--- config.mk ---
export PLATFORM = sky130hd
export DESIGN_NAME = opxfer_seq
export DESIGN_NICKNAME = d
export VERILOG_FILES = /design/src/rtl/opxfer_pkg.sv /design/src/rtl/opxfer_plan.sv /design/src/rtl/opxfer_ptr.sv /design/src/rtl/opxfer_ctrl.sv /design/src/rtl/opxfer_seq.sv
export SDC_FILE = /design/constraint.sdc
export NUM_CORES = 1
export LEC_CHECK = 0
export BUFFER_PORTS_ARGS = -buffer_cell sky130_fd_sc_hd__buf_2
export CAP_MARGIN = 20
export CORE_ASPECT_RATIO = 0.8
export CORE_MARGIN = 2
export CORE_UTILIZATION = 35
export CTS_CLUSTER_SIZE = 8
export DETAILED_ROUTE_END_ITERATION = 10
export GPL_TIMING_DRIVEN = 0
export HOLD_SLACK_MARGIN = 0.06
export PLACE_DENSITY_LB_ADDON = 0.2
export SLEW_MARGIN = 10
export SYNTH_ARGS = -nofsm -noshare
export SYNTH_HDL_FRONTEND = slang
export SYNTH_SLANG_ARGS = --single-unit
--- constraint.sdc ---
create_clock -name clk -period 3.5 [get_ports clk]
set_input_delay 0.175 -clock clk [delete_from_list [all_inputs] [get_ports clk]]
set_output_delay 0.175 -clock clk [all_outputs]
set_load 0.1 [all_outputs]
--- src/rtl/opxfer_pkg.sv ---
package opxfer_pkg;

  typedef enum logic [1:0] {
    ST_IDLE = 2'd0,
    ST_RUN  = 2'd1,
    ST_SUSP = 2'd2
  } seq_state_e;

  localparam logic [2:0] TC_NORMAL   = 3'd0;
  localparam logic [2:0] TC_HALT     = 3'd1;
  localparam logic [2:0] TC_RETRY    = 3'd2;
  localparam logic [2:0] TC_RELRETRY = 3'd3;

  // A two-byte operand on a narrow side is split into two byte cycles.
  function automatic logic split_on(input logic side_wide, input logic two_byte);
    return two_byte && !side_wide;
  endfunction

  // A two-byte operand on a wide side moves in one word cycle.
  function automatic logic word_on(input logic side_wide, input logic two_byte);
    return two_byte && side_wide;
  endfunction

  // Pointer step for one cycle.
  function automatic logic [1:0] step_of(input logic word_cyc);
    return word_cyc ? 2'd2 : 2'd1;
  endfunction

  // Count decrement for one operand.
  function automatic logic [1:0] dec_of(input logic op_word, input logic two_byte);
    return (!op_word && two_byte) ? 2'd2 : 2'd1;
  endfunction

endpackage

--- src/rtl/opxfer_plan.sv ---
module opxfer_plan
  import opxfer_pkg::*;
#(
  parameter int CW = 16
) (
  input  logic          op_word,
  input  logic          pack,
  input  logic          mem_wide,
  input  logic          dev_wide,
  input  logic          mem_src,
  input  logic [CW-1:0] count,
  output logic          two_byte,
  output logic          rd_split,
  output logic          wr_split,
  output logic          rd_word,
  output logic          wr_word,
  output logic [1:0]    cnt_dec
);

  logic src_wide;
  logic dst_wide;
  logic pack_pair;

  assign src_wide  = mem_src ? mem_wide : dev_wide;
  assign dst_wide  = mem_src ? dev_wide : mem_wide;
  assign pack_pair = pack && !op_word && mem_wide && dev_wide && (count > CW'(1));
  assign two_byte  = op_word || pack_pair;
  assign rd_split  = split_on(src_wide, two_byte);
  assign wr_split  = split_on(dst_wide, two_byte);
  assign rd_word   = word_on(src_wide, two_byte);
  assign wr_word   = word_on(dst_wide, two_byte);
  assign cnt_dec   = dec_of(op_word, two_byte);

endmodule

--- src/rtl/opxfer_ptr.sv ---
module opxfer_ptr
  import opxfer_pkg::*;
#(
  parameter int AW = 24
) (
  input  logic          clk,
  input  logic          rst_n,
  input  logic          load,
  input  logic [AW-1:0] load_val,
  input  logic          adv,
  input  logic          inc_en,
  input  logic          word_cyc,
  output logic [AW-1:0] ptr
);

  logic [AW-1:0] ptr_q;

  always_ff @(posedge clk) begin
    if (!rst_n) begin
      ptr_q <= '0;
    end else if (load) begin
      ptr_q <= load_val;
    end else if (adv && inc_en) begin
      ptr_q <= ptr_q + AW'(step_of(word_cyc));
    end
  end

  assign ptr = ptr_q;

  // A pointer with increment disabled only changes through a load.
  p_frozen_ptr_r3: assert property (@(posedge clk) disable iff (!rst_n)
    (!load && !inc_en) |=> $stable(ptr_q));

endmodule

--- src/rtl/opxfer_ctrl.sv ---
module opxfer_ctrl
  import opxfer_pkg::*;
#(
  parameter int CW = 16
) (
  input  logic          clk,
  input  logic          rst_n,
  input  logic          ld_en,
  input  logic [CW-1:0] ld_count,
  input  logic          xfer_req,
  input  logic          bus_resume,
  input  logic          term_valid,
  input  logic [2:0]    term_code,
  input  logic [15:0]   rd_data,
  input  logic          mem_src,
  input  logic          two_byte,
  input  logic          rd_split,
  input  logic          wr_split,
  input  logic          rd_word,
  input  logic          wr_word,
  input  logic [1:0]    cnt_dec,
  output logic          ld_ok,
  output logic          cyc_valid,
  output logic          cyc_start,
  output logic          cyc_write,
  output logic          cyc_dev,
  output logic          cyc_word,
  output logic [15:0]   wr_data,
  output logic          cyc_done,
  output logic          adv_src,
  output logic          adv_dst,
  output logic [CW-1:0] count,
  output logic          st_done,
  output logic          st_err,
  output logic          st_halted
);

  seq_state_e    state_q;
  logic          wr_ph_q;
  logic          part_q;
  logic          first_q;
  logic          pend_q;
  logic          active_q;
  logic          done_q;
  logic          err_q;
  logic [CW-1:0] count_q;
  logic [15:0]   hold_q;

  // Named events for assertions and datapath.
  logic          run;
  logic          t_norm;
  logic          t_halt;
  logic          t_retry;
  logic          t_rel;
  logic          t_err;
  logic          ok_end;
  logic          split_now;
  logic          last_part;
  logic          op_last;
  logic          op_end;
  logic [CW-1:0] count_rem;

  always_comb begin
    run       = (state_q == ST_RUN);
    t_norm    = (term_code == TC_NORMAL);
    t_halt    = (term_code == TC_HALT);
    t_retry   = (term_code == TC_RETRY);
    t_rel     = (term_code == TC_RELRETRY);
    t_err     = term_code[2];
    ok_end    = run && term_valid && (t_norm || t_halt);
    split_now = wr_ph_q ? wr_split : rd_split;
    last_part = !split_now || part_q;
    op_last   = wr_ph_q && last_part;
    op_end    = ok_end && op_last;
    count_rem = count_q - CW'(cnt_dec);
  end

  assign ld_ok     = ld_en && (state_q == ST_IDLE);
  assign cyc_valid = run;
  assign cyc_start = run && first_q;
  assign cyc_write = wr_ph_q;
  assign cyc_dev   = wr_ph_q ? mem_src : !mem_src;
  assign cyc_word  = wr_ph_q ? wr_word : rd_word;
  assign cyc_done  = ok_end;
  assign adv_src   = ok_end && !wr_ph_q;
  assign adv_dst   = ok_end && wr_ph_q;
  assign count     = count_q;
  assign st_done   = done_q;
  assign st_err    = err_q;
  assign st_halted = (state_q == ST_SUSP);

  // Write lane: word cycle takes all 16 bits; byte cycles take the high
  // byte first when the operand is split, otherwise the low byte.
  always_comb begin
    if (wr_word) begin
      wr_data = hold_q;
    end else if (two_byte && !part_q) begin
      wr_data = {8'h00, hold_q[15:8]};
    end else begin
      wr_data = {8'h00, hold_q[7:0]};
    end
  end

  // Holding register.
  always_ff @(posedge clk) begin
    if (!rst_n) begin
      hold_q <= '0;
    end else if (ld_ok || (run && term_valid && t_err)) begin
      hold_q <= '0;
    end else if (adv_src) begin
      if (rd_word) begin
        hold_q <= rd_data;
      end else if (two_byte && !part_q) begin
        hold_q[15:8] <= rd_data[7:0];
      end else begin
        hold_q[7:0] <= rd_data[7:0];
      end
    end
  end

  // Sequencer.
  always_ff @(posedge clk) begin
    if (!rst_n) begin
      state_q  <= ST_IDLE;
      wr_ph_q  <= 1'b0;
      part_q   <= 1'b0;
      first_q  <= 1'b0;
      pend_q   <= 1'b0;
      active_q <= 1'b0;
      done_q   <= 1'b0;
      err_q    <= 1'b0;
      count_q  <= '0;
    end else begin
      first_q <= 1'b0;
      unique case (state_q)
        ST_IDLE: begin
          if (ld_en) begin
            count_q  <= ld_count;
            active_q <= (ld_count != '0);
            done_q   <= 1'b0;
            err_q    <= 1'b0;
          end else if (xfer_req && active_q) begin
            state_q <= ST_RUN;
            wr_ph_q <= 1'b0;
            part_q  <= 1'b0;
            first_q <= 1'b1;
            pend_q  <= 1'b1;
          end
        end
        ST_RUN: begin
          if (term_valid) begin
            if (t_err) begin
              state_q  <= ST_IDLE;
              active_q <= 1'b0;
              err_q    <= 1'b1;
              pend_q   <= 1'b0;
            end else if (t_retry) begin
              first_q <= 1'b1;
            end else if (t_rel) begin
              state_q <= ST_SUSP;
            end else if (op_last) begin
              count_q <= count_rem;
              pend_q  <= 1'b0;
              wr_ph_q <= 1'b0;
              part_q  <= 1'b0;
              state_q <= t_halt ? ST_SUSP : ST_IDLE;
              if (count_rem == '0) begin
                active_q <= 1'b0;
                done_q   <= 1'b1;
              end
            end else begin
              if (last_part) begin
                wr_ph_q <= 1'b1;
                part_q  <= 1'b0;
              end else begin
                part_q <= 1'b1;
              end
              if (t_halt) begin
                state_q <= ST_SUSP;
              end else begin
                first_q <= 1'b1;
              end
            end
          end
        end
        ST_SUSP: begin
          if (bus_resume) begin
            state_q <= pend_q ? ST_RUN : ST_IDLE;
            first_q <= pend_q;
          end
        end
        default: state_q <= ST_IDLE;
      endcase
    end
  end

  // a successful non-final normal cycle is followed at once by the next.
  p_back_to_back_r2: assert property (@(posedge clk) disable iff (!rst_n)
    (run && term_valid && t_norm && !op_last) |=> (cyc_valid && cyc_start));

  // once writing, no read cycle of the same operand follows.
  p_reads_first_r2: assert property (@(posedge clk) disable iff (!rst_n)
    (run && wr_ph_q && !(term_valid && (op_last || t_err))) |=> (wr_ph_q || !run));

  // the count moves only at operand end or on a load.
  p_count_once_r4: assert property (@(posedge clk) disable iff (!rst_n)
    (!op_end && !ld_ok) |=> $stable(count_q));

  // retry reissues the same part without strobe.
  p_retry_same_r7: assert property (@(posedge clk) disable iff (!rst_n)
    (run && term_valid && t_retry) |=> (cyc_start && $stable(wr_ph_q) && $stable(part_q)));

  // relinquish parks the channel without changing progress.
  p_rel_parks_r8: assert property (@(posedge clk) disable iff (!rst_n)
    (run && term_valid && t_rel) |=> (st_halted && $stable(count_q) && $stable(part_q)));

  // a bus error leaves the channel stopped with its error flag.
  p_err_stops_r9: assert property (@(posedge clk) disable iff (!rst_n)
    (run && term_valid && t_err) |=> (st_err && !cyc_valid && $stable(count_q)));

  // no strobe outside a running cycle.
  p_strobe_in_cycle_r10: assert property (@(posedge clk) disable iff (!rst_n)
    cyc_done |-> (cyc_valid && term_valid));

endmodule

--- src/rtl/opxfer_seq.sv ---
module opxfer_seq
  import opxfer_pkg::*;
#(
  parameter int AW = 24,
  parameter int CW = 16
) (
  input  logic          clk,
  input  logic          rst_n,
  input  logic          cfg_op_word,
  input  logic          cfg_mem_wide,
  input  logic          cfg_dev_wide,
  input  logic          cfg_mem_src,
  input  logic          cfg_mem_inc,
  input  logic          cfg_dev_inc,
  input  logic          cfg_pack,
  input  logic          ld_en,
  input  logic [AW-1:0] ld_mem_addr,
  input  logic [AW-1:0] ld_dev_addr,
  input  logic [CW-1:0] ld_count,
  input  logic          xfer_req,
  input  logic          bus_resume,
  input  logic          term_valid,
  input  logic [2:0]    term_code,
  input  logic [15:0]   rd_data,
  output logic          cyc_valid,
  output logic          cyc_start,
  output logic [AW-1:0] cyc_addr,
  output logic          cyc_write,
  output logic          cyc_dev,
  output logic          cyc_word,
  output logic [15:0]   wr_data,
  output logic          cyc_done,
  output logic [AW-1:0] mem_ptr,
  output logic [AW-1:0] dev_ptr,
  output logic [CW-1:0] xfer_count,
  output logic          st_done,
  output logic          st_err,
  output logic          st_halted
);

  localparam int NSIDE = 2;  // index 0 = memory, 1 = device

  logic          two_byte;
  logic          rd_split;
  logic          wr_split;
  logic          rd_word;
  logic          wr_word;
  logic [1:0]    cnt_dec;
  logic          ld_ok;
  logic          adv_src;
  logic          adv_dst;
  logic [CW-1:0] count;

  logic [AW-1:0] side_load [NSIDE];
  logic [AW-1:0] side_ptr  [NSIDE];
  logic          side_adv  [NSIDE];
  logic          side_inc  [NSIDE];
  logic          side_word [NSIDE];

  opxfer_plan #(.CW(CW)) u_plan (
    .op_word  (cfg_op_word),
    .pack     (cfg_pack),
    .mem_wide (cfg_mem_wide),
    .dev_wide (cfg_dev_wide),
    .mem_src  (cfg_mem_src),
    .count    (count),
    .two_byte (two_byte),
    .rd_split (rd_split),
    .wr_split (wr_split),
    .rd_word  (rd_word),
    .wr_word  (wr_word),
    .cnt_dec  (cnt_dec)
  );

  opxfer_ctrl #(.CW(CW)) u_ctrl (
    .clk        (clk),
    .rst_n      (rst_n),
    .ld_en      (ld_en),
    .ld_count   (ld_count),
    .xfer_req   (xfer_req),
    .bus_resume (bus_resume),
    .term_valid (term_valid),
    .term_code  (term_code),
    .rd_data    (rd_data),
    .mem_src    (cfg_mem_src),
    .two_byte   (two_byte),
    .rd_split   (rd_split),
    .wr_split   (wr_split),
    .rd_word    (rd_word),
    .wr_word    (wr_word),
    .cnt_dec    (cnt_dec),
    .ld_ok      (ld_ok),
    .cyc_valid  (cyc_valid),
    .cyc_start  (cyc_start),
    .cyc_write  (cyc_write),
    .cyc_dev    (cyc_dev),
    .cyc_word   (cyc_word),
    .wr_data    (wr_data),
    .cyc_done   (cyc_done),
    .adv_src    (adv_src),
    .adv_dst    (adv_dst),
    .count      (count),
    .st_done    (st_done),
    .st_err     (st_err),
    .st_halted  (st_halted)
  );

  assign side_load[0] = ld_mem_addr;
  assign side_load[1] = ld_dev_addr;
  assign side_inc[0]  = cfg_mem_inc;
  assign side_inc[1]  = cfg_dev_inc;
  assign side_adv[0]  = cfg_mem_src ? adv_src : adv_dst;
  assign side_adv[1]  = cfg_mem_src ? adv_dst : adv_src;
  assign side_word[0] = cfg_mem_src ? rd_word : wr_word;
  assign side_word[1] = cfg_mem_src ? wr_word : rd_word;

  for (genvar s = 0; s < NSIDE; s++) begin : g_side
    opxfer_ptr #(.AW(AW)) u_ptr (
      .clk      (clk),
      .rst_n    (rst_n),
      .load     (ld_ok),
      .load_val (side_load[s]),
      .adv      (side_adv[s]),
      .inc_en   (side_inc[s]),
      .word_cyc (side_word[s]),
      .ptr      (side_ptr[s])
    );
  end

  assign mem_ptr    = side_ptr[0];
  assign dev_ptr    = side_ptr[1];
  assign cyc_addr   = cyc_dev ? side_ptr[1] : side_ptr[0];
  assign xfer_count = count;

  // the reissued cycle presents the same address.
  p_retry_addr_r7: assert property (@(posedge clk) disable iff (!rst_n)
    (cyc_valid && term_valid && term_code == TC_RETRY) |=> (cyc_valid && $stable(cyc_addr)));

  // a failed cycle never moves either pointer.
  p_no_step_on_fail_r3: assert property (@(posedge clk) disable iff (!rst_n)
    (cyc_valid && term_valid && !cyc_done) |=> ($stable(mem_ptr) && $stable(dev_ptr)));

endmodule

==> results.py <==
metrics = {
    "floorplan": {
        "chipHeight_um": 116,
        "die_area_mm2": 0.0168,
        "num_rows": 40,
        "io-pin-count": 209,
        "core_area_mm2": 0.0152,
        "initial_utilization": 0.362,
        "die_w_um": 144,
    },
    "clocking": {
        "clock_insertion_delay_worst_skew_ns": 0.36,
        "cts_max_path_buffers": 2,
        "cts_num_sinks": 89,
        "htree_num_levels": 3,
        "total_cts_buffers": 9,
        "tritoncts_clock_tree": "built",
        "clk_pin_slew_ns": 0.07,
        "cts-root-buf": "clkbuf_16",
    },
    "logic_synthesis": {
        "synthArstFlopShare": 0,
        "synth_largest_area_cell": "dfxtp_1",
        "synth_enable_flop_cells": 0,
        "synth.cell_area_mm2": 0.00551,
        "post_synth_main_area_contributors": "dfxtp_1 (32%), nand2_1 (8.3%), nor2_1 (5.5%), a211oi_1 (4.1%), a21oi_1 (3.9%)",
        "synthesis.instances": 727,
        "synth.cells.most_frequent": "nand2_1 (121), dfxtp_1 (89), nor2_1 (80), a21oi_1 (43), o21ai_0 (41)",
        "ys_dominant_reg_cell": "dfxtp_1",
        "synthMostInstantiatedCell": "nand2_1",
        "synth_nets": 830,
        "synth_seq_area_share": 0.324,
        "yosys_warnings": 0,
        "syn-mean-instance-area_um2": 7.57,
        "yosysTopAreaCellShare": 0.324,
        "yosys.cell_types.count": 63,
        "synth-seq-cells": 89,
    },
    "timing": {
        "slew_limit_fails": 0,
        "finalClockSkew_ns": 0.00666,
        "layout_worst_path_cycle_share": 0.972,
        "final_hold_viol_count": 0,
        "worst_slew_pin_slew_ns": 0.832,
        "setup_total_negative_slack_ns": 0,
        "rsz0062_at_grt": "false",
        "maxSlewHeadroom": 0.445,
        "fmax_mhz": 294,
        "report.final.setup_viol": 0,
        "finalWorstPathRequiredPeriod_ns": 3.40,
    },
    "placed_design": {
        "place.gp.congestion": 0.936,
        "dp.cells": 1145,
        "io_buffers": 208,
        "detailed_place_hpwl_mm": 15.9,
        "placed_cell_area_mm2": 0.00681,
    },
    "pwr": {
        "cell_leakage_power_nw": 3.22,
        "total_power_w": 0.00351,
        "worst_ir_drop_vdd_mv": 0.305,
        "power.density_mw_per_mm2": 481,
    },
    "route": {
        "drt_drc_violations_left": 0,
        "routed-wl-met2_mm": 9.06,
        "route.antenna.remaining_nets": 0,
        "routed_via_density": 5.32,
        "vias": 6230,
        "detail_route.wirelength_mm": 21.3,
        "route.met3.wl_mm": 1.69,
        "first_pass_iters": 7,
        "route.layer.met1.wl_mm": 10.3,
        "drt_first_iter_violations": 432,
        "topRoutingLayerUsed": "met4",
        "avgRoutedWirePerCell_um": 18.2,
    },
    "finish": {
        "final-instance-count-excl-fill": 1172,
        "area_growth_pct": 32.7,
        "final_cell_area_mm2": 0.00731,
        "drive_gt1_frac": 0.279,
        "finalNetCount": 1058,
        "final_util": 0.480,
    },
    "worst_hold_path": {
        "hold_path.startpoint": "rd_data[0]",
        "hold_depth": 3,
        "worst_hold_path_type": "input pin to register",
        "worst_min_delay_path_endpoint": "u_ctrl.hold_q[0]",
    },
    "critical_path": {
        "critical_path_class": "register to register",
        "critPathLaunchType": "register",
        "critical_path_required_ns": 3.76,
        "reg_to_reg_critical_path_startpoint": "u_ctrl.count[6]",
        "destination_of_the_worst_register_to_register_timing_path": "u_ctrl.active_q",
        "critical_path_arrival_ns": 3.66,
        "endpoint_kind": "register",
        "rr_worst_depth": 9,
        "r2r_setup_slack_ns": 0.1,
        "critical_path_peak_fanout": 8,
    },
    "global_route": {
        "grt_overflow": 0,
        "grt_max_degree": 15,
        "track_usage": 0.252,
        "grt_first_pass_wirelength_mm": 32.1,
        "vias_in_the_first_global_route": 5736,
        "grt_antenna_before_repair": 3,
    },
    "outcome": {
        "run_status": "finished, final reports clean",
    },
    "run": {
        "cap_viol_max_count": 0,
    },
}
[flip-flops by register name, summed over array words and instances, names as in the netlist, 2 cells and up]
name,count
g_side.u_ptr.ptr,48
u_ctrl.count,16
u_ctrl.hold_q,16
u_ctrl.state_q,2
[timing repair]
| action | CTS | global route |
|---|---|---|
| pin swaps | 0 | 2 |
| resized for setup | 4 | 7 |
| setup endpoints to repair | 15 | 16 |
| hold buffers | 6 | 0 |
| buffers inserted | 0 | 3 |
| hold endpoints to repair | 6 | 0 |
[power by group]
part / internal [W] / switching (W) / leakage (nW)
clock: 0.000717 / 0.000443 / 0.166
sequential: 0.00107 / 0.0000890 / 0.734
combinational: 0.000246 / 0.000941 / 2.32
total: 0.00204 / 0.00147 / 3.22
[worst max path at each step]
| stage | start | endpoint | cells past startpoint |
|---|---|---|---|
| after detailed placement | u_ctrl.count[6] | g_side[0].u_ptr.ptr[16] | 12 |
| after floorplan | u_ctrl.cyc_write | cyc_addr[10] | 3 |
| after global placement | u_ctrl.count[6] | g_side[0].u_ptr.ptr[16] | 12 |
| after global routing | u_ctrl.count[4] | u_ctrl.active_q | 10 |
| after CTS | u_ctrl.count[6] | g_side[0].u_ptr.ptr[22] | 12 |
| final | u_ctrl.count[6] | u_ctrl.active_q | 9 |
[critical path: stages, from the launching register on]
cell and delay, ns:
dfxtp_1 0.39, nor3_2 0.35, and4_2 0.36, a21oi_1 0.15
or2_2 0.31, ha_1 0.25, or4b_2 0.65, a221oi_1 0.30
nand4_1 0.25, o211a_1 0.28
[cell usage in the layout (no fill, tap or decap), drive strengths merged, types with 6 or more instances in the layout]
cell type	count
a21oi	43
mux2i	20
nand2	121
and2	13
and4	7
mux2	8
a211oi	32
a31oi	8
nand3	19
nand4	12
inv	15
nor3	22
dlygate4sd3	6
or3	9
dfxtp	89
nor2	81
xor2	24
nor2b	7
clkbuf	44
xnor2	22
nor4	14
buf	219
and3	11
o21ai	42
[final cells by class]
class / count / area [um2]
flip-flops and latches: 89 / 1790
plain buffers: 41 / 163
fillers: 1611 / 7910
repair buffers: 217 / 1120
clock inverters: 5 / 103
diodes: 2 / 5.00
multi-input cells: 581 / 3560
inverters: 16 / 60.1
clock buffers: 11 / 243
well taps: 210 / 263
[per-layer routing]
layer	GRT usage	vias to the layer above
li1	-	3064
met1	0.372	2868
met2	0.367	264
met3	0.0656	34
met4	0.0615	0
met5	0	-
[cells by family (layout without fill, tap and decap cells)]
family | count (synthesis) | in the layout | share of synthesized area
AND/OR/NAND/NOR | 331 | 331 | 0.289
AO/OA/AOI/OAI | 169 | 169 | 0.199
flip-flops | 89 | 89 | 0.324
buffers and inverters | 57 | 290 | 0.0405
XOR/XNOR | 46 | 46 | 0.0766
multiplexers | 28 | 28 | 0.0527
adder cells (fa/ha/maj) | 7 | 7 | 0.0186
other | 0 | 2 | 0
[metrics by stage]
step	hold slack, ns	worst slack (ns)
floorplan	0.305	-0.450
global placement	0.398	-0.331
detailed placement	0.407	-0.268
CTS	0.0629	0.00851
global route	0.0765	0.0131
finish	0.0685	0.0989
(Power assumes the default switching activity.)
